File: src/rtl/park_pkg.sv
package park_pkg;
  typedef enum int unsigned {
    SNS_ENTRY = 0,
    SNS_EXIT  = 1
  } sensor_e;

  localparam int unsigned NUM_SENSORS = 2;
endpackage

File: src/rtl/park_edge_det.sv
module park_edge_det (
  input  logic clk_i,
  input  logic rst_ni,
  input  logic level_i,
  output logic pulse_o
);
  logic level_q;

  always_ff @(posedge clk_i or negedge rst_ni) begin
    if (!rst_ni) level_q <= 1'b0;
    else         level_q <= level_i;
  end

  assign pulse_o = level_i & ~level_q;


  single_pulse_chk: assert property (@(posedge clk_i) disable iff (!rst_ni)
    pulse_o |=> !pulse_o);
endmodule

File: src/rtl/park_occ_counter.sv
module park_occ_counter #(
  parameter int unsigned CAPACITY = 20,
  localparam int unsigned CNT_W = $clog2(CAPACITY + 1)
) (
  input  logic             clk_i,
  input  logic             rst_ni,
  input  logic             inc_i,
  input  logic             dec_i,
  output logic [CNT_W-1:0] cnt_o,
  output logic             full_o,
  output logic             empty_o
);
  localparam logic [CNT_W-1:0] CAP = CNT_W'(CAPACITY);
  localparam logic [CNT_W-1:0] ONE = CNT_W'(1);

  logic [CNT_W-1:0] cnt_q, cnt_d;
  logic             full, empty;

  assign full  = (cnt_q == CAP);
  assign empty = (cnt_q == '0);

  always_comb begin
    cnt_d = cnt_q;
    unique case ({inc_i, dec_i})
      2'b10:   if (!full)  cnt_d = cnt_q + ONE;
      2'b01:   if (!empty) cnt_d = cnt_q - ONE;
      default: cnt_d = cnt_q;
    endcase
  end

  always_ff @(posedge clk_i or negedge rst_ni) begin
    if (!rst_ni) cnt_q <= '0;
    else         cnt_q <= cnt_d;
  end

  assign cnt_o   = cnt_q;
  assign full_o  = full;
  assign empty_o = empty;


  cnt_le_cap_chk: assert property (@(posedge clk_i) disable iff (!rst_ni)
    cnt_q <= CAP);

  inc_step_chk: assert property (@(posedge clk_i) disable iff (!rst_ni)
    (inc_i && !dec_i && cnt_q != CAP) |=> cnt_q == $past(cnt_q) + ONE);

  dec_step_chk: assert property (@(posedge clk_i) disable iff (!rst_ni)
    (dec_i && !inc_i && cnt_q != '0) |=> cnt_q == $past(cnt_q) - ONE);

  both_hold_chk: assert property (@(posedge clk_i) disable iff (!rst_ni)
    (inc_i && dec_i) |=> $stable(cnt_q));

  full_hold_chk: assert property (@(posedge clk_i) disable iff (!rst_ni)
    (inc_i && cnt_q == CAP && !dec_i) |=> $stable(cnt_q));

  zero_hold_chk: assert property (@(posedge clk_i) disable iff (!rst_ni)
    (dec_i && cnt_q == '0 && !inc_i) |=> cnt_q == '0);
endmodule

File: src/rtl/park_gate_timer.sv
module park_gate_timer #(
  parameter int unsigned GATE_CYCLES = 16,
  localparam int unsigned TMR_W = $clog2(GATE_CYCLES + 1)
) (
  input  logic clk_i,
  input  logic rst_ni,
  input  logic load_i,
  output logic gate_o
);
  logic [TMR_W-1:0] tmr_q;

  always_ff @(posedge clk_i or negedge rst_ni) begin
    if (!rst_ni)           tmr_q <= '0;
    else if (load_i)       tmr_q <= TMR_W'(GATE_CYCLES);
    else if (tmr_q != '0)  tmr_q <= tmr_q - TMR_W'(1);
  end

  assign gate_o = (tmr_q != '0);


  gate_rise_chk: assert property (@(posedge clk_i) disable iff (!rst_ni)
    load_i |=> gate_o);

  gate_idle_chk: assert property (@(posedge clk_i) disable iff (!rst_ni)
    (!load_i && !gate_o) |=> !gate_o);
endmodule

File: src/rtl/park_gate_ctrl.sv
module park_gate_ctrl #(
  parameter int unsigned CAPACITY    = 20,
  parameter int unsigned GATE_CYCLES = 16,
  localparam int unsigned CNT_W = $clog2(CAPACITY + 1)
) (
  input  logic             clk_i,
  input  logic             rst_ni,
  input  logic             entry_i,
  input  logic             exit_i,
  output logic [CNT_W-1:0] count_o,
  output logic             full_o,
  output logic             avail_o,
  output logic             gate_open_o
);
  import park_pkg::*;

  logic [NUM_SENSORS-1:0] level, pulse;
  logic                   full, empty, admit;

  assign level[SNS_ENTRY] = entry_i;
  assign level[SNS_EXIT]  = exit_i;

  for (genvar g = 0; g < NUM_SENSORS; g++) begin : g_sns
    park_edge_det u_edge (
      .clk_i   (clk_i),
      .rst_ni  (rst_ni),
      .level_i (level[g]),
      .pulse_o (pulse[g])
    );
  end

  park_occ_counter #(.CAPACITY(CAPACITY)) u_cnt (
    .clk_i   (clk_i),
    .rst_ni  (rst_ni),
    .inc_i   (pulse[SNS_ENTRY]),
    .dec_i   (pulse[SNS_EXIT]),
    .cnt_o   (count_o),
    .full_o  (full),
    .empty_o (empty)
  );

  // a car is let in whenever there is room, even if another leaves in the same cycle
  assign admit = pulse[SNS_ENTRY] & ~full;

  park_gate_timer #(.GATE_CYCLES(GATE_CYCLES)) u_gate (
    .clk_i  (clk_i),
    .rst_ni (rst_ni),
    .load_i (admit),
    .gate_o (gate_open_o)
  );

  assign full_o  = full;
  assign avail_o = ~full;


  full_no_gate_chk: assert property (@(posedge clk_i) disable iff (!rst_ni)
    (pulse[SNS_ENTRY] && full_o && !gate_open_o) |=> !gate_open_o);

  flag_excl_chk: assert property (@(posedge clk_i) disable iff (!rst_ni)
    $onehot({full_o, avail_o}));

  empty_flag_chk: assert property (@(posedge clk_i) disable iff (!rst_ni)
    empty |-> !full_o);
endmodule

File: config.mk
export PLATFORM = sky130hd
export DESIGN_NAME = park_gate_ctrl
export DESIGN_NICKNAME = d
export VERILOG_FILES = /design/src/rtl/park_pkg.sv /design/src/rtl/park_edge_det.sv /design/src/rtl/park_occ_counter.sv /design/src/rtl/park_gate_timer.sv /design/src/rtl/park_gate_ctrl.sv
export SDC_FILE = /design/constraint.sdc
export NUM_CORES = 1
export LEC_CHECK = 0
export BUFFER_PORTS_ARGS = -buffer_cell sky130_fd_sc_hd__buf_4
export CAP_MARGIN = 20
export CELL_PAD_IN_SITES_DETAIL_PLACEMENT = 1
export CELL_PAD_IN_SITES_GLOBAL_PLACEMENT = 2
export CORE_MARGIN = 5
export CORE_UTILIZATION = 30
export CTS_CLUSTER_DIAMETER = 200
export CTS_CLUSTER_SIZE = 40
export DETAILED_ROUTE_END_ITERATION = 8
export PLACE_DENSITY = 0.72
export SETUP_SLACK_MARGIN = 0.02
export SLEW_MARGIN = 20
export SYNTH_ARGS = -nofsm -noshare
export SYNTH_HDL_FRONTEND = slang
export SYNTH_SLANG_ARGS = --single-unit
File: constraint.sdc
create_clock -name clk_i -period 1.95 [get_ports clk_i]
set_input_delay 0.195 -clock clk_i [delete_from_list [all_inputs] [get_ports clk_i]]
set_output_delay 0.195 -clock clk_i [all_outputs]
set_load 0.02 [all_outputs]
# ---- After elaboration in Yosys (flattened, before gate mapping)
# Index checks and enable logic that the tools add are counted.
dict set report op_classes {
  reduce_logical 5
  n_bitwise 6
  addsub 3
  n_eq_ne 5
  n_mux 5
}
# cell n
set op_table {}
lappend op_table {{5-bit two-way mux} 4}
lappend op_table {{5-bit one-hot mux with 2 select lines} 1}
lappend op_table {{5-bit by 1-bit subtractor with 5-bit output (second input constant)} 2}
lappend op_table {{5-bit by 1-bit adder with 5-bit output (second input constant)} 1}
lappend op_table {{5-bit == test (second input constant)} 1}
lappend op_table {{5-bit logical NOT} 1}
lappend op_table {{5-bit nonzero test} 1}
lappend op_table {{2-bit != test (second input constant)} 2}
lappend op_table {{2-bit nonzero test} 2}
lappend op_table {{1-bit bitwise AND} 3}
lappend op_table {{1-bit NOT} 3}
lappend op_table {{3-bit AND reduction} 1}
lappend op_table {{2-bit by 1-bit == test with 1-bit output (second input constant)} 1}
lappend op_table {{2-bit == test (second input constant)} 1}
dict set report word_totals {
  word_cells 28
  out_inout_bits 8
  input_bits 4
  ff_bits 12
}

# ---- Logic depth before layout (Yosys ltp)
dict set report depth {
  word_depth 5
  mapped_depth 9
  mapped_depth_nobuf 9
}

# ---- Modules after synthesis
# A second synthesis with hierarchy kept.
dict set report unflattened {
  cells_unflattened 78
  hier_area_um2 787.0
}
# module area_each_um2 cells_per_inst seq_area_each_um2 instances
set modules_own_cells {}
lappend modules_own_cells {park_occ_counter 437.9 47 125.1 1}
lappend modules_own_cells {park_gate_timer 261.5 25 125.1 1}
lappend modules_own_cells {park_edge_det 38.8 2 25.0 2}
lappend modules_own_cells {park_gate_ctrl 10.0 2 0.0 1}

# ---- Worst setup path after synthesis
# Ideal clock, no wire load.
dict set report synth_timing {
  path_type {register to register}
  from {register g_sns[0].u_edge.level_q}
  to {register u_cnt.cnt_q[4] (netlist: u_cnt.cnt_o[4])}
  setup_slack_ps -47
  synth_period_minus_slack_ps 1997
  setup_time_ps 80
  n_path_buf 0
  required_ps 1870
  path_stages_with_launch 10
  arrival_ps 1917
  cell_sequence {dfrtp_1 > nand2b_2 > nand2_1 > xnor2_1 > ha_1 > or3_1 > a21oi_1 > nor2_1 > a211oi_2 > xor2_1}
}
dict set report synth_between {
  elab_chain_len 5
  elab_cells_between_ends 9
  cone_classes {4 x eq/ne; 1 x mux; 2 x bitwise; 2 x reduce/logical}
}
# item line
set synth_lines {}
lappend synth_lines {{from (decl)} park_edge_det.sv:7} ;# logic level_q;
lappend synth_lines {{from (signal assigned)} park_edge_det.sv:11} ;# else level_q <= level_i;
lappend synth_lines {{1-bit NOT *} park_edge_det.sv:14} ;# assign pulse_o = level_i & ~level_q;
lappend synth_lines {{1-bit bitwise AND *} park_edge_det.sv:14}
lappend synth_lines {{2-bit by 1-bit == test with 1-bit output / 2-bit == test (equally long branches)} park_occ_counter.sv:24} ;# unique case ({inc_i, dec_i})
lappend synth_lines {{2-bit != test (no line) / 2-bit nonzero test (equally long branches)} --}
lappend synth_lines {{3-bit AND reduction (no line)} --}
lappend synth_lines {{to (signal assigned)} park_occ_counter.sv:33} ;# else cnt_q <= cnt_d;
lappend synth_lines {{to (decl)} park_occ_counter.sv:16} ;# logic [CNT_W-1:0] cnt_q, cnt_d;
# Every way passes the cells marked *; elsewhere a longest branch is shown, timed or not.
# A chain may end at the register's enable or synchronous reset.

# ---- Final worst setup path
dict set report layout_timing {
  from {register u_gate.tmr_q[0]}
  to {output port gate_open_o}
}
dict set report layout_between {
  elab_chain_len 1
}
# item line
set layout_lines {}
lappend layout_lines {{from (decl)} park_gate_timer.sv:10} ;# logic [TMR_W-1:0] tmr_q;
lappend layout_lines {{from (signal assigned)} park_gate_timer.sv:14} ;# else if (load_i) tmr_q <= TMR_W'(GATE_CYCLES);
lappend layout_lines {{from (signal assigned)} park_gate_timer.sv:15} ;# else if (tmr_q != '0) tmr_q <= tmr_q - TMR_W'(1);
lappend layout_lines {{5-bit nonzero test} park_gate_timer.sv:18} ;# assign gate_o = (tmr_q != '0);
lappend layout_lines {{to (decl)} park_gate_ctrl.sv:13} ;# output logic gate_open_o
# No other way between the ends.

==> qor.yml <==
job:
  drv_cap: 0
die:
  fp.dieW_um: 57.8
  start_util_pct: 31.3
  die_h_um: 57.8
  boundaryPins: 12
  core_area_um2: 2190
  num_rows: 17
  die-area_um2: 3340
power:
  intPower_uw: 874
  seqPwrFrac_pct: 33.4
  peakVddDrop_v: 0.000717
  pwr-share-comb_pct: 52.6
  clkPwrFrac_pct: 14.0
  switchingPower_uw: 612
  p_leak_uw: 0.000412
  p_per_area_nw_per_um2: 1590
  sw_frac_of_total_pct: 41.2
synth:
  yosys_warnings: 0
  syn_inst: 62
  syn_area_um2: 686
  avgSynthCellArea_um2: 11.1
  synth_nets: 69
  seq_area_frac_synth_pct: 43.8
  synthDistinctLibCells: 28
  ys_seq_elements: 12
critical_path:
  cp_data_required_time_ns: 1.75
  crit_chain: "inv_2 > ha_4 > or3b_4 > or2_4 > buf_6"
  path_delay_family: "simple AND/OR/NAND/NOR gates"
  worstSetupPathType: "flip-flop to primary output"
  crit_path_end_kind: "primary output"
  cp_max_fo: 3
  critical_path_buf_inv_count: 2
  arrival_ns: 1.66
  crit_cells: 5
  start_kind: "flip-flop"
  max_stage_delay_ns: 0.40
  r2r_cells: 9
  cpMaxStageDelayCell: "dfrtp_1"
grt:
  grt_usage_pct: 9.76
  overflow: 0
  grt_start_max_net_pins: 13
  antenna_found_initial: 0
  grt_pass1_vias: 563
  grt_pass1_wl_mm: 2.52
timing:
  finalHoldViolations: 0
  fmax_mhz: 540
  finClkSkew_ns: 0.00272
  tns_ns: 0
  min_period_ns: 1.85
  worst_pin_slew_ns: 0.323
  fin_crit_sh_pct: 94.9
  setup_viol: 0
  finalMaxSlewViolations: 0
  relSlewSlack_pct: 78.3
drt:
  drcViolationCount: 0
  ant_nets: 0
  via_per_inst: 4.92
  dr.pass1.iters: 4
  first_iter_violations: 8
  wl_mm: 1.56
  vias: 556
  wire_per_inst_um: 13.8
place:
  dp_hpwl_mm: 1.07
  gp_congestion: 0.675
  dpl-instance-area_um2: 823
  portBuffers: 11
clock_network:
  clk_latency_ns: 0.28
  cts_buffers: 3
  cts_sinks: 12
  clock-root-buffer: "clkbuf_4"
  clockBufferDepth: 2
  h-tree-depth: 1
  cts_tree: "built"
  clkTransAtPathRegs_ns: 0.08
cells_and_area:
  drive_gt1_share_pct: 45.9
  fillCellCount: 258
  final_area_um2: 935
  area_growth_pct: 36.3
  final_net_count: 93
  post-route-util_pct: 42.7
  diodes: 0
min_path:
  hold_depth: 1
  hold_path_class: "input pin to flip-flop"
outcome:
  status: "finished clean"
-- power groups by stage --
stage	Sequential (uW)	Combinational (uW)	Clock, uW
final	496	782	208
after global routing	517	861	225
after CTS	497	688	212
after detailed placement	507	647	0
after global placement	503	631	0
after floorplan	555	369	0
-- cell type report --
| class | instances | area (um2) | share of cell area [%] |
|---|---|---|---|
| repair buffers | 20 | 156 | 16.7 |
| flip-flops and latches | 12 | 300 | 32.1 |
| multi-input cells | 45 | 392 | 41.9 |
| clock buffers | 4 | 36.3 | 3.88 |
| well taps | 28 | 35.0 | 3.75 |
| inverters | 4 | 15.0 | 1.61 |
-- cells in the final DEF (no fill, tap or decap), drive strengths merged, types with 2 or more instances in the layout --
master	count
buf	19
dfrtp	12
nand2	5
nor2	4
a21oi	4
clkbuf	4
inv	4
xnor2	3
xor2	3
a31oi	3
mux2	3
ha	3
or3	2
nand2b	2
or2	2
nor4	2
a211oi	2
-- synthesized netlist by cell type --
master     number  area share [%]
dfrtp_1        12              44
a2bb2oi_4       1             3.8
nor4_2          1             1.8
nor4_1          1            0.91
mux2_2          1             1.6
o31ai_1         1             1.1
and3_1          1            0.91
nor3_2          1             1.5
a21oi_1         4             2.9
a211oi_1        1             1.1
mux2_1          2             3.3
or3_1           2             1.8
or2_1           2             1.8
xor2_1          3             3.8
nand2b_1        1            0.91
ha_1            3             5.5
a31oi_1         2             1.8
buf_2           1            0.73
inv_1           4             2.2
nor2_1          4             2.2
nand2b_2        1             1.3
xnor2_1         3             3.8
a21o_1          1             1.1
nand2_1         5             2.7
nor2b_2         1             1.3
or3b_1          1             1.3
a31oi_4         1             3.1
a211oi_2        1             1.8
-- cell families (layout without fill, tap and decap cells) --
logic type / count (synthesis) / after routing / share of synthesized area [%]
simple gates: 21 / 21 / 18.4
compound gates: 12 / 12 / 16.8
flops: 12 / 12 / 43.8
xor+xnor: 6 / 6 / 7.67
buf+inv: 5 / 28 / 2.92
fa+ha+maj: 3 / 3 / 5.48
mux: 3 / 3 / 4.93
-- sequential cells by signal, summed over array words and instances, names as in the netlist --
name and flops:
u_cnt.cnt_o 5, u_gate.tmr_q 5, g_sns.u_edge.level_q 2
-- final timing paths --
| path | endpoint | start | slack, ns |
|---|---|---|---|
| max in group asynchronous | u_gate.tmr_q[4]$_DFFE_PN0P_ | rst_ni | 1.52 |
| worst min register to register | u_gate.tmr_q[4]$_DFFE_PN0P_ | u_gate.tmr_q[4]$_DFFE_PN0P_ | 0.49 |
| min in group asynchronous | u_cnt.cnt_o[1]$_DFFE_PN0P_ | rst_ni | 0.28 |
| worst max-delay path | gate_open_o | u_gate.tmr_q[0]$_DFFE_PN0P_ | 0.1 |
| worst max register to register | u_cnt.cnt_o[4]$_DFFE_PN0P_ | g_sns[1].u_edge.level_q$_DFF_PN0_ | 0.11 |
| worst min-delay path | g_sns[1].u_edge.level_q$_DFF_PN0_ | exit_i | 0.03 |
-- metrics by stage --
stage | hold WS (ns) | setup slack [ns] | instances | total power (uW)
after floorplan | -0.101 | 0.0460 | 62 | 924
after global placement | 0.0435 | 0.0687 | 103 | 1130
after detailed placement | 0.0473 | 0.0371 | 103 | 1150
after CTS | 0.0298 | 0.0145 | 109 | 1400
after global routing | 0.0212 | -0.00319 | 113 | 1600
final | 0.0343 | 0.0996 | 113 | 1490
-- layer usage --
layer  track usage, %  share of wire [%]
met5                0                  0
met1             11.4                 46
met3             3.12                5.0
met2             16.0                 47
met4             4.97                2.9
-- what timing repair did --
action	CTS	global route
buffers inserted	1	4
hold buffers	1	0
hold endpoints to repair	12	0
setup endpoints to repair	2	2
resized for setup	2	7
pin swaps	0	4
No activity file was read; power rests on OpenSTA's default activity.
